==> src/rtl/hdlc_fcs_pkg.sv <==
// Shared types and CRC step functions for the HDLC receive checksum checker.
// Assumes byte-wide data, bits taken least significant first (reflected CRC).
package hdlc_fcs_pkg;

    localparam int unsigned BYTE_W = 8;

    // End-of-frame status, bit 2 short, bit 1 valid, bit 0 crc_ok.
    typedef struct packed {
        logic short_frame;
        logic frame_ok;
        logic crc_ok;
    } fcs_status_t;

    localparam logic [15:0] CRC16_PRESET  = 16'hFFFF;
    localparam logic [15:0] CRC16_RESIDUE = 16'hF0B8;
    localparam logic [15:0] CRC16_POLY_R  = 16'h8408;   // reflected 0x1021
    localparam logic [31:0] CRC32_PRESET  = 32'hFFFFFFFF;
    localparam logic [31:0] CRC32_RESIDUE = 32'hDEBB20E3;
    localparam logic [31:0] CRC32_POLY_R  = 32'hEDB88320; // reflected 0x04C11DB7

    // Advance a reflected CRC-16 by one byte.
    function automatic logic [15:0] crc16_step(input logic [15:0] c, input logic [7:0] d);
        logic [15:0] r;
        logic        fb;
        r = c;
        for (int i = 0; i < 8; i++) begin
            fb = r[0] ^ d[i];
            r  = r >> 1;
            if (fb) r = r ^ CRC16_POLY_R;
        end
        return r;
    endfunction

    // Advance a reflected CRC-32 by one byte.
    function automatic logic [31:0] crc32_step(input logic [31:0] c, input logic [7:0] d);
        logic [31:0] r;
        logic        fb;
        r = c;
        for (int i = 0; i < 8; i++) begin
            fb = r[0] ^ d[i];
            r  = r >> 1;
            if (fb) r = r ^ CRC32_POLY_R;
        end
        return r;
    endfunction

endpackage

==> src/rtl/fcs_crc_engine.sv <==
// Byte-wide CRC register for CRC-16 or CRC-32, chosen per frame by 'wide'.
// The match output compares the post-byte value against the good residue,
// so it is meaningful in the cycle of the last byte of a frame.
// Assumes 'restart' is asserted with the first byte of each frame.
module fcs_crc_engine
    import hdlc_fcs_pkg::*;
(
    input  logic              clk,
    input  logic              rst_n,
    input  logic              step,
    input  logic              restart,
    input  logic              wide,
    input  logic [BYTE_W-1:0] din,
    output logic              match
);
    logic [31:0] crc_q;
    logic [31:0] base;
    logic [31:0] crc_nxt;

    // Pick the seed or running value, then advance by one byte.
    always_comb begin
        if (restart) base = wide ? CRC32_PRESET : {16'h0000, CRC16_PRESET};
        else         base = crc_q;
        if (wide) crc_nxt = crc32_step(base, din);
        else      crc_nxt = {16'h0000, crc16_step(base[15:0], din)};
        match = wide ? (crc_nxt == CRC32_RESIDUE) : (crc_nxt[15:0] == CRC16_RESIDUE);
    end

    // Hold the running CRC between bytes.
    always_ff @(posedge clk) begin
        if (!rst_n)    crc_q <= '0;
        else if (step) crc_q <= crc_nxt;
    end
endmodule

==> src/rtl/fcs_len_count.sv <==
// Saturating byte counter for the frame in progress. len_now includes the
// byte presented this cycle. Assumes 'restart' marks the first byte.
module fcs_len_count #(
    parameter int unsigned LEN_W = 3
) (
    input  logic             clk,
    input  logic             rst_n,
    input  logic             step,
    input  logic             restart,
    output logic [LEN_W-1:0] len_now
);
    localparam logic [LEN_W-1:0] LEN_MAX = '1;
    logic [LEN_W-1:0] len_q;

    // Count including the current byte, saturating at the maximum.
    always_comb begin
        if (restart)              len_now = LEN_W'(1);
        else if (len_q == LEN_MAX) len_now = LEN_MAX;
        else                      len_now = len_q + LEN_W'(1);
    end

    // Register the count on every accepted byte.
    always_ff @(posedge clk) begin
        if (!rst_n)    len_q <= '0;
        else if (step) len_q <= len_now;
    end
endmodule

==> src/rtl/fcs_hold_line.sv <==
// Delay line that holds back the newest 'depth' bytes of a frame. When a
// byte is pushed while 'depth' bytes are already held, the oldest held byte
// is released in the same cycle. A flush empties the line after the push.
// Assumes depth is between 1 and DEPTH and is stable within a frame.
module fcs_hold_line #(
    parameter int unsigned DEPTH = 4,
    parameter int unsigned DW    = 8
) (
    input  logic                         clk,
    input  logic                         rst_n,
    input  logic                         push,
    input  logic                         restart,
    input  logic                         flush,
    input  logic [$clog2(DEPTH+1)-1:0]   depth,
    input  logic [DW-1:0]                din,
    output logic                         rel_valid,
    output logic [DW-1:0]                rel_data
);
    localparam int unsigned FILL_W = $clog2(DEPTH + 1);
    localparam logic [FILL_W-1:0] FILL_MAX = FILL_W'(DEPTH);

    logic [DW-1:0]     stage_q [DEPTH];
    logic [FILL_W-1:0] fill_q;
    logic [FILL_W-1:0] fill_nxt;

    // Release the oldest held byte when the line is full to 'depth'.
    always_comb begin
        rel_valid = push && !restart && (fill_q >= depth);
        rel_data  = stage_q[depth - FILL_W'(1)];
    end

    // Next fill level: empty after a flush, one after a restart, else count up.
    always_comb begin
        if (!push)                 fill_nxt = fill_q;
        else if (flush)            fill_nxt = '0;
        else if (restart)          fill_nxt = FILL_W'(1);
        else if (fill_q == FILL_MAX) fill_nxt = FILL_MAX;
        else                       fill_nxt = fill_q + FILL_W'(1);
    end

    // Track how many valid bytes the line holds.
    always_ff @(posedge clk) begin
        if (!rst_n) fill_q <= '0;
        else        fill_q <= fill_nxt;
    end

    // Newest byte enters stage 0.
    always_ff @(posedge clk) begin
        if (!rst_n)    stage_q[0] <= '0;
        else if (push) stage_q[0] <= din;
    end

    // Remaining stages shift one step older on each push.
    for (genvar i = 1; i < DEPTH; i++) begin : g_stage
        always_ff @(posedge clk) begin
            if (!rst_n)    stage_q[i] <= '0;
            else if (push) stage_q[i] <= stage_q[i-1];
        end
    end

    // the line never claims more bytes than it has stages.
    a_r3_fill_cap: assert property (@(posedge clk) disable iff (!rst_n)
        fill_q <= FILL_MAX);

    // an end-of-frame push leaves the line empty for the next frame.
    a_r3_flush_empty: assert property (@(posedge clk) disable iff (!rst_n)
        (push && flush) |=> (fill_q == '0));
endmodule

==> src/rtl/hdlc_rx_fcs_check.sv <==
// HDLC receive checksum checker. Runs CRC-16 or CRC-32 over each framed
// byte stream, forwards or strips the checksum bytes, and emits a status
// word one cycle after the last input byte. Assumes the configuration
// inputs are stable for the duration of a frame.
module hdlc_rx_fcs_check
    import hdlc_fcs_pkg::*;
(
    input  logic       clk,
    input  logic       rst_n,
    input  logic       cfg_crc32,
    input  logic       cfg_no_crc,
    input  logic       cfg_keep_fcs,
    input  logic       in_valid,
    input  logic [7:0] in_data,
    input  logic       in_sof,
    input  logic       in_eof,
    output logic       out_valid,
    output logic [7:0] out_data,
    output logic       out_eof,
    output logic [2:0] out_status
);
    localparam int unsigned MAX_FCS = 4;
    localparam int unsigned FILL_W  = $clog2(MAX_FCS + 1);
    localparam int unsigned LEN_W   = $clog2(MAX_FCS + 2);

    logic              in_frame_q;
    logic              acc;
    logic              strip_mode;
    logic [FILL_W-1:0] fcs_len;
    logic [LEN_W-1:0]  min_len;
    logic [LEN_W-1:0]  len_now;
    logic              crc_match;
    logic              rel_valid;
    logic [7:0]        rel_data;
    logic              fwd_valid;
    logic [7:0]        fwd_data;
    fcs_status_t       stat_now;

    // Accept a byte if it opens a frame or falls inside one.
    always_comb begin
        acc        = in_valid && (in_sof || in_frame_q);
        strip_mode = !cfg_no_crc && !cfg_keep_fcs;
        fcs_len    = cfg_crc32 ? FILL_W'(4) : FILL_W'(2);
        min_len    = cfg_no_crc ? LEN_W'(1) : LEN_W'(fcs_len) + LEN_W'(1);
    end

    // Track whether a frame is open.
    always_ff @(posedge clk) begin
        if (!rst_n)               in_frame_q <= 1'b0;
        else if (acc && in_eof)   in_frame_q <= 1'b0;
        else if (acc)             in_frame_q <= 1'b1;
    end

    fcs_crc_engine u_crc (
        .clk     (clk),
        .rst_n   (rst_n),
        .step    (acc),
        .restart (in_sof),
        .wide    (cfg_crc32),
        .din     (in_data),
        .match   (crc_match)
    );

    fcs_len_count #(.LEN_W(LEN_W)) u_len (
        .clk     (clk),
        .rst_n   (rst_n),
        .step    (acc),
        .restart (in_sof),
        .len_now (len_now)
    );

    fcs_hold_line #(.DEPTH(MAX_FCS), .DW(BYTE_W)) u_hold (
        .clk       (clk),
        .rst_n     (rst_n),
        .push      (acc),
        .restart   (in_sof),
        .flush     (in_eof),
        .depth     (fcs_len),
        .din       (in_data),
        .rel_valid (rel_valid),
        .rel_data  (rel_data)
    );

    // Choose the byte to forward and form the end-of-frame status.
    always_comb begin
        fwd_valid            = strip_mode ? rel_valid : acc;
        fwd_data             = strip_mode ? rel_data  : in_data;
        stat_now.crc_ok      = !cfg_no_crc && crc_match;
        stat_now.short_frame = len_now < min_len;
        stat_now.frame_ok    = !stat_now.short_frame && (cfg_no_crc || crc_match);
    end

    // Register the output byte and status.
    always_ff @(posedge clk) begin
        if (!rst_n) begin
            out_valid  <= 1'b0;
            out_data   <= '0;
            out_eof    <= 1'b0;
            out_status <= '0;
        end else begin
            out_valid  <= fwd_valid;
            out_data   <= fwd_valid ? fwd_data : 8'h00;
            out_eof    <= acc && in_eof;
            out_status <= (acc && in_eof) ? stat_now : 3'b000;
        end
    end

    // in pass-through modes each accepted byte appears one cycle later.
    a_r4_pass_through: assert property (@(posedge clk) disable iff (!rst_n)
        (acc && !strip_mode) |=> (out_valid && out_data == $past(in_data)));

    // the first byte of a frame is held back in removal mode.
    a_r3_first_held: assert property (@(posedge clk) disable iff (!rst_n)
        (acc && in_sof && strip_mode) |=> !out_valid);

    // status strobe follows the end-marked byte by one cycle.
    a_r8_eof_timing: assert property (@(posedge clk) disable iff (!rst_n)
        (acc && in_eof) |=> out_eof);

    // a stray byte outside a frame produces no output.
    a_r9_stray_ignored: assert property (@(posedge clk) disable iff (!rst_n)
        (in_valid && !in_sof && !in_frame_q) |=> (!out_valid && !out_eof));

    // a short frame is never reported valid.
    a_r6_short_invalid: assert property (@(posedge clk) disable iff (!rst_n)
        (out_eof && out_status[2]) |-> !out_status[1]);
endmodule

==> config.mk <==
export PLATFORM = sky130hd
export DESIGN_NAME = hdlc_rx_fcs_check
export DESIGN_NICKNAME = d
export VERILOG_FILES = /design/src/rtl/hdlc_fcs_pkg.sv /design/src/rtl/fcs_crc_engine.sv /design/src/rtl/fcs_len_count.sv /design/src/rtl/fcs_hold_line.sv /design/src/rtl/hdlc_rx_fcs_check.sv
export SDC_FILE = /design/constraint.sdc
export NUM_CORES = 1
export LEC_CHECK = 0
export ABC_CLOCK_PERIOD_IN_PS = 4750
export BUFFER_PORTS_ARGS = -buffer_cell sky130_fd_sc_hd__buf_2
export CAP_MARGIN = 20
export CORE_ASPECT_RATIO = 0.9
export CORE_MARGIN = 3
export CORE_UTILIZATION = 40
export DETAILED_ROUTE_END_ITERATION = 8
export PLACE_DENSITY_LB_ADDON = 0.25
export RECOVER_POWER = 25
export SYNTH_ARGS = -nofsm -noshare
export SYNTH_HDL_FRONTEND = slang
export SYNTH_HIERARCHICAL = 1
export SYNTH_SLANG_ARGS = --single-unit
==> constraint.sdc <==
create_clock -name clk -period 4.75 [get_ports clk]
set_input_delay 0.95 -clock clk [delete_from_list [all_inputs] [get_ports clk]]
set_output_delay 0.95 -clock clk [all_outputs]
set_load 0.02 [all_outputs]
==> results of run 1 <==
## layout make-up
type / instances / area (um^2)
fillers: 1275 / 7410
clock buffers: 9 / 225
clock inverters: 7 / 81.3
flip-flops and latches: 84 / 2000
well taps: 168 / 210
inverters: 41 / 154
multi-input cells: 413 / 3170
repair buffers: 41 / 214
## flip-flops by register name, summed over array words and instances (netlist names)
name,count
in_frame_q,1
out_data,8
out_eof,1
out_status,3
out_valid,1
u_crc/crc_q,32
u_hold/fill_q,3
u_hold/stage_q,32
u_len/len_q,3
## report_power, final
| part | internal [mW] | leakage [nW] | switching [mW] |
|---|---|---|---|
| clock network | 0.417 | 0.153 | 0.313 |
| registers | 0.802 | 0.767 | 0.0435 |
| logic | 0.335 | 1.55 | 0.406 |
| total | 1.55 | 2.47 | 0.762 |
## cells by family after synthesis
family | synth area share
flops | 0.362
other cells | 0.000678
xor+xnor | 0.185
buf+inv | 0.0642
fa+ha+maj | 0.0181
compound gates | 0.116
mux | 0.0762
simple gates | 0.179
## critical path, stage by stage
cell and delay (ns):
buf_2 0.26, clkbuf_1 0.79, nor2_1 0.23, xnor3_1 0.39, mux2i_1 0.25, xor2_1 0.22, a211oi_1 0.26, nand4_1 0.21
a2111oi_2 0.44, nor2_1 0.09, a2111oi_2 0.28
## layout by cell type, fill, tap and decap left out, drive strengths merged, types with 10 or more instances in the layout
master and n:
nor2 49, nand3 10, nor2b 18, o22ai 10, xnor2 61, nand2 21
mux2i 23, inv 44, clkbuf 24, xor2 28, and2 18, o21ai 20
buf 26, a21oi 14, and3 35, dfxtp 52, edfxtp 32
## worst paths after layout
check                               startpoint                      endpoint  slack, ns  cells after the start
hold reg to reg   u_crc/crc_q[15]$_SDFFE_PN0P_  u_crc/crc_q[15]$_SDFFE_PN0P_       0.49                      1
hold / removal    u_crc/crc_q[15]$_SDFFE_PN0P_  u_crc/crc_q[15]$_SDFFE_PN0P_       0.49                      1
setup / recovery                        in_sof      out_status[1]$_SDFF_PN0_       0.62                     11
setup reg to reg   u_crc/crc_q[0]$_SDFFE_PN0P_      out_status[1]$_SDFF_PN0_       1.06                     11
## layer usage
layer	wire [um]	up-vias
li1	-	2026
met4	312	0
met1	6220	2028
met5	0	-
met2	6280	116
met3	710	23
==> qor.yml, run 1 <==
drt:
  drt_wl_total_um: 13500
  vias: 4193
  drt_iter0_drc: 324
  drcViolationCount: 0
  firstDrtPassIters: 5
  via_per_inst: 5.50
  routedWlPerCell_um: 17.7
  drtAntennaViolNets: 0
setup_path:
  startpoint_type: "input port"
  crit_required_ns: 4.99
  crit_type: "input port to flop"
  setup.worst_path.end_class: "flop"
  worstPathMaxFanout: 23
  worstPathArrival_ns: 4.37
place:
  dpl_cell_area_um2: 5780
  gp_congestion: 0.986
  dp.cells: 747
  dp_hpwl_um: 9730
  place_ws_ns: 0.534
  io_buffers: 28
sta:
  setup-violations-final: 0
  slew_viol_final: 0
  hold_violations: 0
  fin_crit_ns: 4.13
  worst_slack_ns: 0.623
  finalCritPeriodShare: 0.869
  fmax_ghz: 0.242
  slew_headroom: 0.330
  tightest_slew_ns: 1.00
  fin_setup_tns_ns: 0
  whs_ns: 0.494
  rsz0062_at_grt: "no"
  fin_skew_ns: 0.00854
die:
  ios: 29
  die-area_um2: 15300
  fp.coreArea_um2: 13500
  row_count: 40
  die_h_um: 118
  die_w_um: 130
  initial_core_util: 0.411
yosys:
  synth_edf_count: 32
  syn_inst: 577
  syn_area_um2: 5530
  yosysMostFrequentCell: "xnor2_1"
  yosys-top-cells-area: "dfxtp_1 (19%), edfxtp_1 (17%), xnor2_1 (9.5%)"
  synth.distinct_cells: 59
  synth_seq_cells: 84
  yosysWarningCount: 6
  yosysTopAreaCell: "dfxtp_1"
  synth_top_cell_area_share: 0.188
  synth_ff_type: "dfxtp_1"
  synth.avg_cell_area_um2: 9.59
  synth_async_sr_flop_share: 0
  synth_common_cells: "xnor2_1 (60), dfxtp_1 (52), nor2_1 (49)"
  ys_seq_area_frac: 0.362
flow_run:
  max_cap_viol_count: 0
status:
  run_status: "finished clean"
clock_network:
  postCtsHoldBufs: 0
  cts_tree: "done"
  postCtsSetupRepairBufs: 0
  clkTransAtPathRegs_ns: 0.06
  cts.sinks: 84
  post_cts_resize_count: 0
  clock_latency_ns: 0.35
  htreeDepth: 3
  cts_buffer_depth: 2
  cts-root-buf: "clkbuf_16"
  cts_made_buffers: 9
global_route:
  globalRouteMet3Util: 0.0381
  gr-usage-all-layers: 0.184
  grt_start_max_net_pins: 47
  busiest_layer: "met2"
  antenna_found_initial: 0
  grt.overflow.total: 0
  grt_pass1_wl_um: 21900
  grt_pass1_vias: 4062
  grt_use_met2: 0.279
  met1_usage: 0.256
finish:
  areaGrowthSynthToFinish_pct: 9.45
  antenna_cells: 0
  stdcell_count: 763
  postLayoutCoreUtil: 0.450
  drive_gt1_frac: 0.108
  nets: 614
  fin_area_um2: 6060
pwr:
  total_power_mw: 2.32
  p_leak_nw: 2.47
  peakVddDrop_mv: 0.199
  power_density_nw_per_um2: 382
worst_hold_path:
  hp-class: "flop to flop"
Note: power is estimated with default switching activity, not from simulation.
==> run 2: changes to the inputs <==
--- a/config.mk
+++ b/config.mk
@@ -5,6 +5,7 @@
 export SDC_FILE = /design/constraint.sdc
 export NUM_CORES = 1
 export LEC_CHECK = 0
+export ABC_AREA = 1
 export ABC_CLOCK_PERIOD_IN_PS = 4750
 export BUFFER_PORTS_ARGS = -buffer_cell sky130_fd_sc_hd__buf_2
 export CAP_MARGIN = 20
==> run 2 against run 1 <==
Net effect: utilization rose by 0.77 points; area after synthesis up 4.2%; power fell by 6.9%; non-clock buffer count is 8 lower; global-route usage grew 2.1 points; setup slack improved by 0.26 ns; critical endpoint unchanged; largest cell class unchanged.
==> qor.yml, run 2 <==
worst_hold_path:
  hp-class: "flop to flop"
finish:
  antenna_cells: 0
  fillers: 1477
  nets: 946
  fin_area_um2: 6270
  areaGrowthSynthToFinish_pct: 8.79
  mostFrequentLayoutCells: "nand2_1 (305), nor2_1 (120), inv_1 (106), nand3_1 (64), dfxtp_1 (52)"
  drive_gt1_frac: 0.102
  top_regs: "u_crc/crc_q x32, u_hold/stage_q x32, out_data x8"
  postLayoutCoreUtil: 0.458
  layout_commonest_cell: "nand2_1"
  stdcell_count: 1116
sta:
  tightest_slew_ns: 1.03
  slew_viol_final: 0
  fmax_ghz: 0.259
  hold_violations: 0
  setup-violations-final: 0
  fin_skew_ns: 0.00840
  fin_crit_ns: 3.86
  finalCritPeriodShare: 0.813
  whs_ns: 0.468
  slew_headroom: 0.311
  rsz0062_at_grt: "no"
  fin_setup_tns_ns: 0
yosys:
  synth.distinct_cells: 36
  synth_top_cell_area_share: 0.198
  yosysTopAreaCell: "nand2_1"
  yosysWarningCount: 6
  synth_edf_count: 32
  synth_ff_type: "dfxtp_1"
  syn_area_um2: 5770
  yosysMostFrequentCell: "nand2_1"
  synth_common_cells: "nand2_1 (305), nor2_1 (120), inv_1 (106)"
  synth.avg_cell_area_um2: 6.38
  synth_async_sr_flop_share: 0
  syn_inst: 904
  ys_seq_area_frac: 0.347
  synth_seq_cells: 84
  yosys-top-cells-area: "nand2_1 (20%), dfxtp_1 (18%), edfxtp_1 (17%)"
setup_path:
  r2r_start: "u_crc/crc_q[3]$_SDFFE_PN0P_"
  crit_type: "input port to flop"
  crit_required_ns: 5.04
  setup.worst_path.end_class: "flop"
  reg2reg_slack_ns: 2.03
  worstPathMaxFanout: 23
  crit_start: "in_sof"
  rr_endpoint: "out_status[1]$_SDFF_PN0_"
  worstPathArrival_ns: 4.15
  critPathCapture: "out_status[1]$_SDFF_PN0_"
  ff2ff_path_depth: 19
  startpoint_type: "input port"
die:
  row_count: 40
  fp.coreArea_um2: 13700
  die_h_um: 120
  die-area_um2: 15900
  initial_core_util: 0.421
  ios: 29
  die_w_um: 133
drt:
  drcViolationCount: 0
  via_per_inst: 4.97
  routedWlPerCell_um: 14.3
  vias: 5552
  drtAntennaViolNets: 0
  firstDrtPassIters: 6
  drt_iter0_drc: 598
  drt_wl_total_um: 16000
global_route:
  gr-usage-all-layers: 0.205
  grt_pass1_vias: 4770
  antenna_found_initial: 0
  grt.overflow.total: 0
  grt_pass1_wl_um: 25600
  grt_start_max_net_pins: 57
place:
  dp.cells: 1100
  io_buffers: 28
  dpl_cell_area_um2: 5980
  gp_congestion: 0.978
  dp_hpwl_um: 11400
clock_network:
  clkTransAtPathRegs_ns: 0.06
  cts_made_buffers: 9
  post_cts_resize_count: 0
  cts-root-buf: "clkbuf_16"
  htreeDepth: 3
  cts_buffer_depth: 2
  postCtsSetupRepairBufs: 0
  postCtsHoldBufs: 0
  cts.sinks: 84
  cts_tree: "done"
  clock_latency_ns: 0.35
status:
  run_status: "finished clean"
pwr:
  peakVddDrop_mv: 0.166
  power_density_nw_per_um2: 343
  p_leak_nw: 3.15
flow_run:
  max_cap_viol_count: 0
run 2: cell count changes after synthesis, sizes merged, moves of 35 or more:
cell	delta
nand3	+54
xnor2	-56
inv	+76
nor2	+83
and3	-35
nand2	+315
run 2: cells by family after synthesis:
family	after synthesis	synth area share
flops	84	0.347
xor+xnor	13	0.0197
simple gates	554	0.412
other cells	1	0.000650
buf+inv	147	0.115
compound gates	97	0.0889
fa+ha+maj	8	0.0174
run 2: how the worst min path moves through the flow:
stage | startpoint | slack, ns | end | depth (start not counted)
after floorplan | u_crc/crc_q[25]$_SDFFE_PN0P_ | 0.45 | u_crc/crc_q[25]$_SDFFE_PN0P_ | 2
after global placement | u_crc/crc_q[20]$_SDFFE_PN0P_ | 0.46 | u_crc/crc_q[20]$_SDFFE_PN0P_ | 2
after detailed placement | u_crc/crc_q[25]$_SDFFE_PN0P_ | 0.46 | u_crc/crc_q[25]$_SDFFE_PN0P_ | 2
after CTS | u_crc/crc_q[25]$_SDFFE_PN0P_ | 0.47 | u_crc/crc_q[25]$_SDFFE_PN0P_ | 2
after global routing | u_crc/crc_q[25]$_SDFFE_PN0P_ | 0.50 | u_crc/crc_q[25]$_SDFFE_PN0P_ | 2
final | u_crc/crc_q[25]$_SDFFE_PN0P_ | 0.47 | u_crc/crc_q[25]$_SDFFE_PN0P_ | 2
run 2: final cells by class:
class                           instances  area (um^2)  area share
Clock inverter                          6         71.3      0.0114
Clock buffer                           10          239      0.0381
Sequential cell                        84         2000       0.319
Multi-Input combinational cell        677         3120       0.497
Inverter                              117          448      0.0714
Timing Repair Buffer                   33          158      0.0251
Tap cell                              189          236      0.0377
run 2: stage by stage:
stage / worst slack, ns / power [mW]
floorplan: 1.94 / 1.28
global placement: 0.849 / 1.42
detailed placement: 0.827 / 1.42
CTS: 1.18 / 2.16
global route: 0.592 / 2.28
finish: 0.888 / 2.15
run 2: critical path, stage by stage:
cell and delay (ns):
buf_2 0.47, clkbuf_1 0.73, nand2_2 0.20, inv_1 0.26, nor2_1 0.11, nand2_1 0.09
nand2_1 0.06, nor2_1 0.11, nand2_1 0.07, nand2_1 0.09, nand3_1 0.07, nor2_1 0.09
nand2_1 0.05, nor2_1 0.11, nand2_1 0.06, nor2_1 0.10, nand3_1 0.09, a21oi_1 0.18
or2_2 0.13, nand2_1 0.05, nor2_1 0.07
run 2: layer usage:
layer  wire length (um)  GRT usage  up-vias
li1                   -          -     2850
met5                  0          0        -
met4                258     0.0656        0
met2               6390      0.286      198
met3               1250     0.0440       20
met1               8070      0.310     2484
run 2: power by group:
part | total, mW | switching (mW) | leakage (nW) | internal [mW]
Sequential | 0.826 | 0.0254 | 0.771 | 0.800
Clock | 0.739 | 0.313 | 0.147 | 0.427
Combinational | 0.590 | 0.418 | 2.23 | 0.172
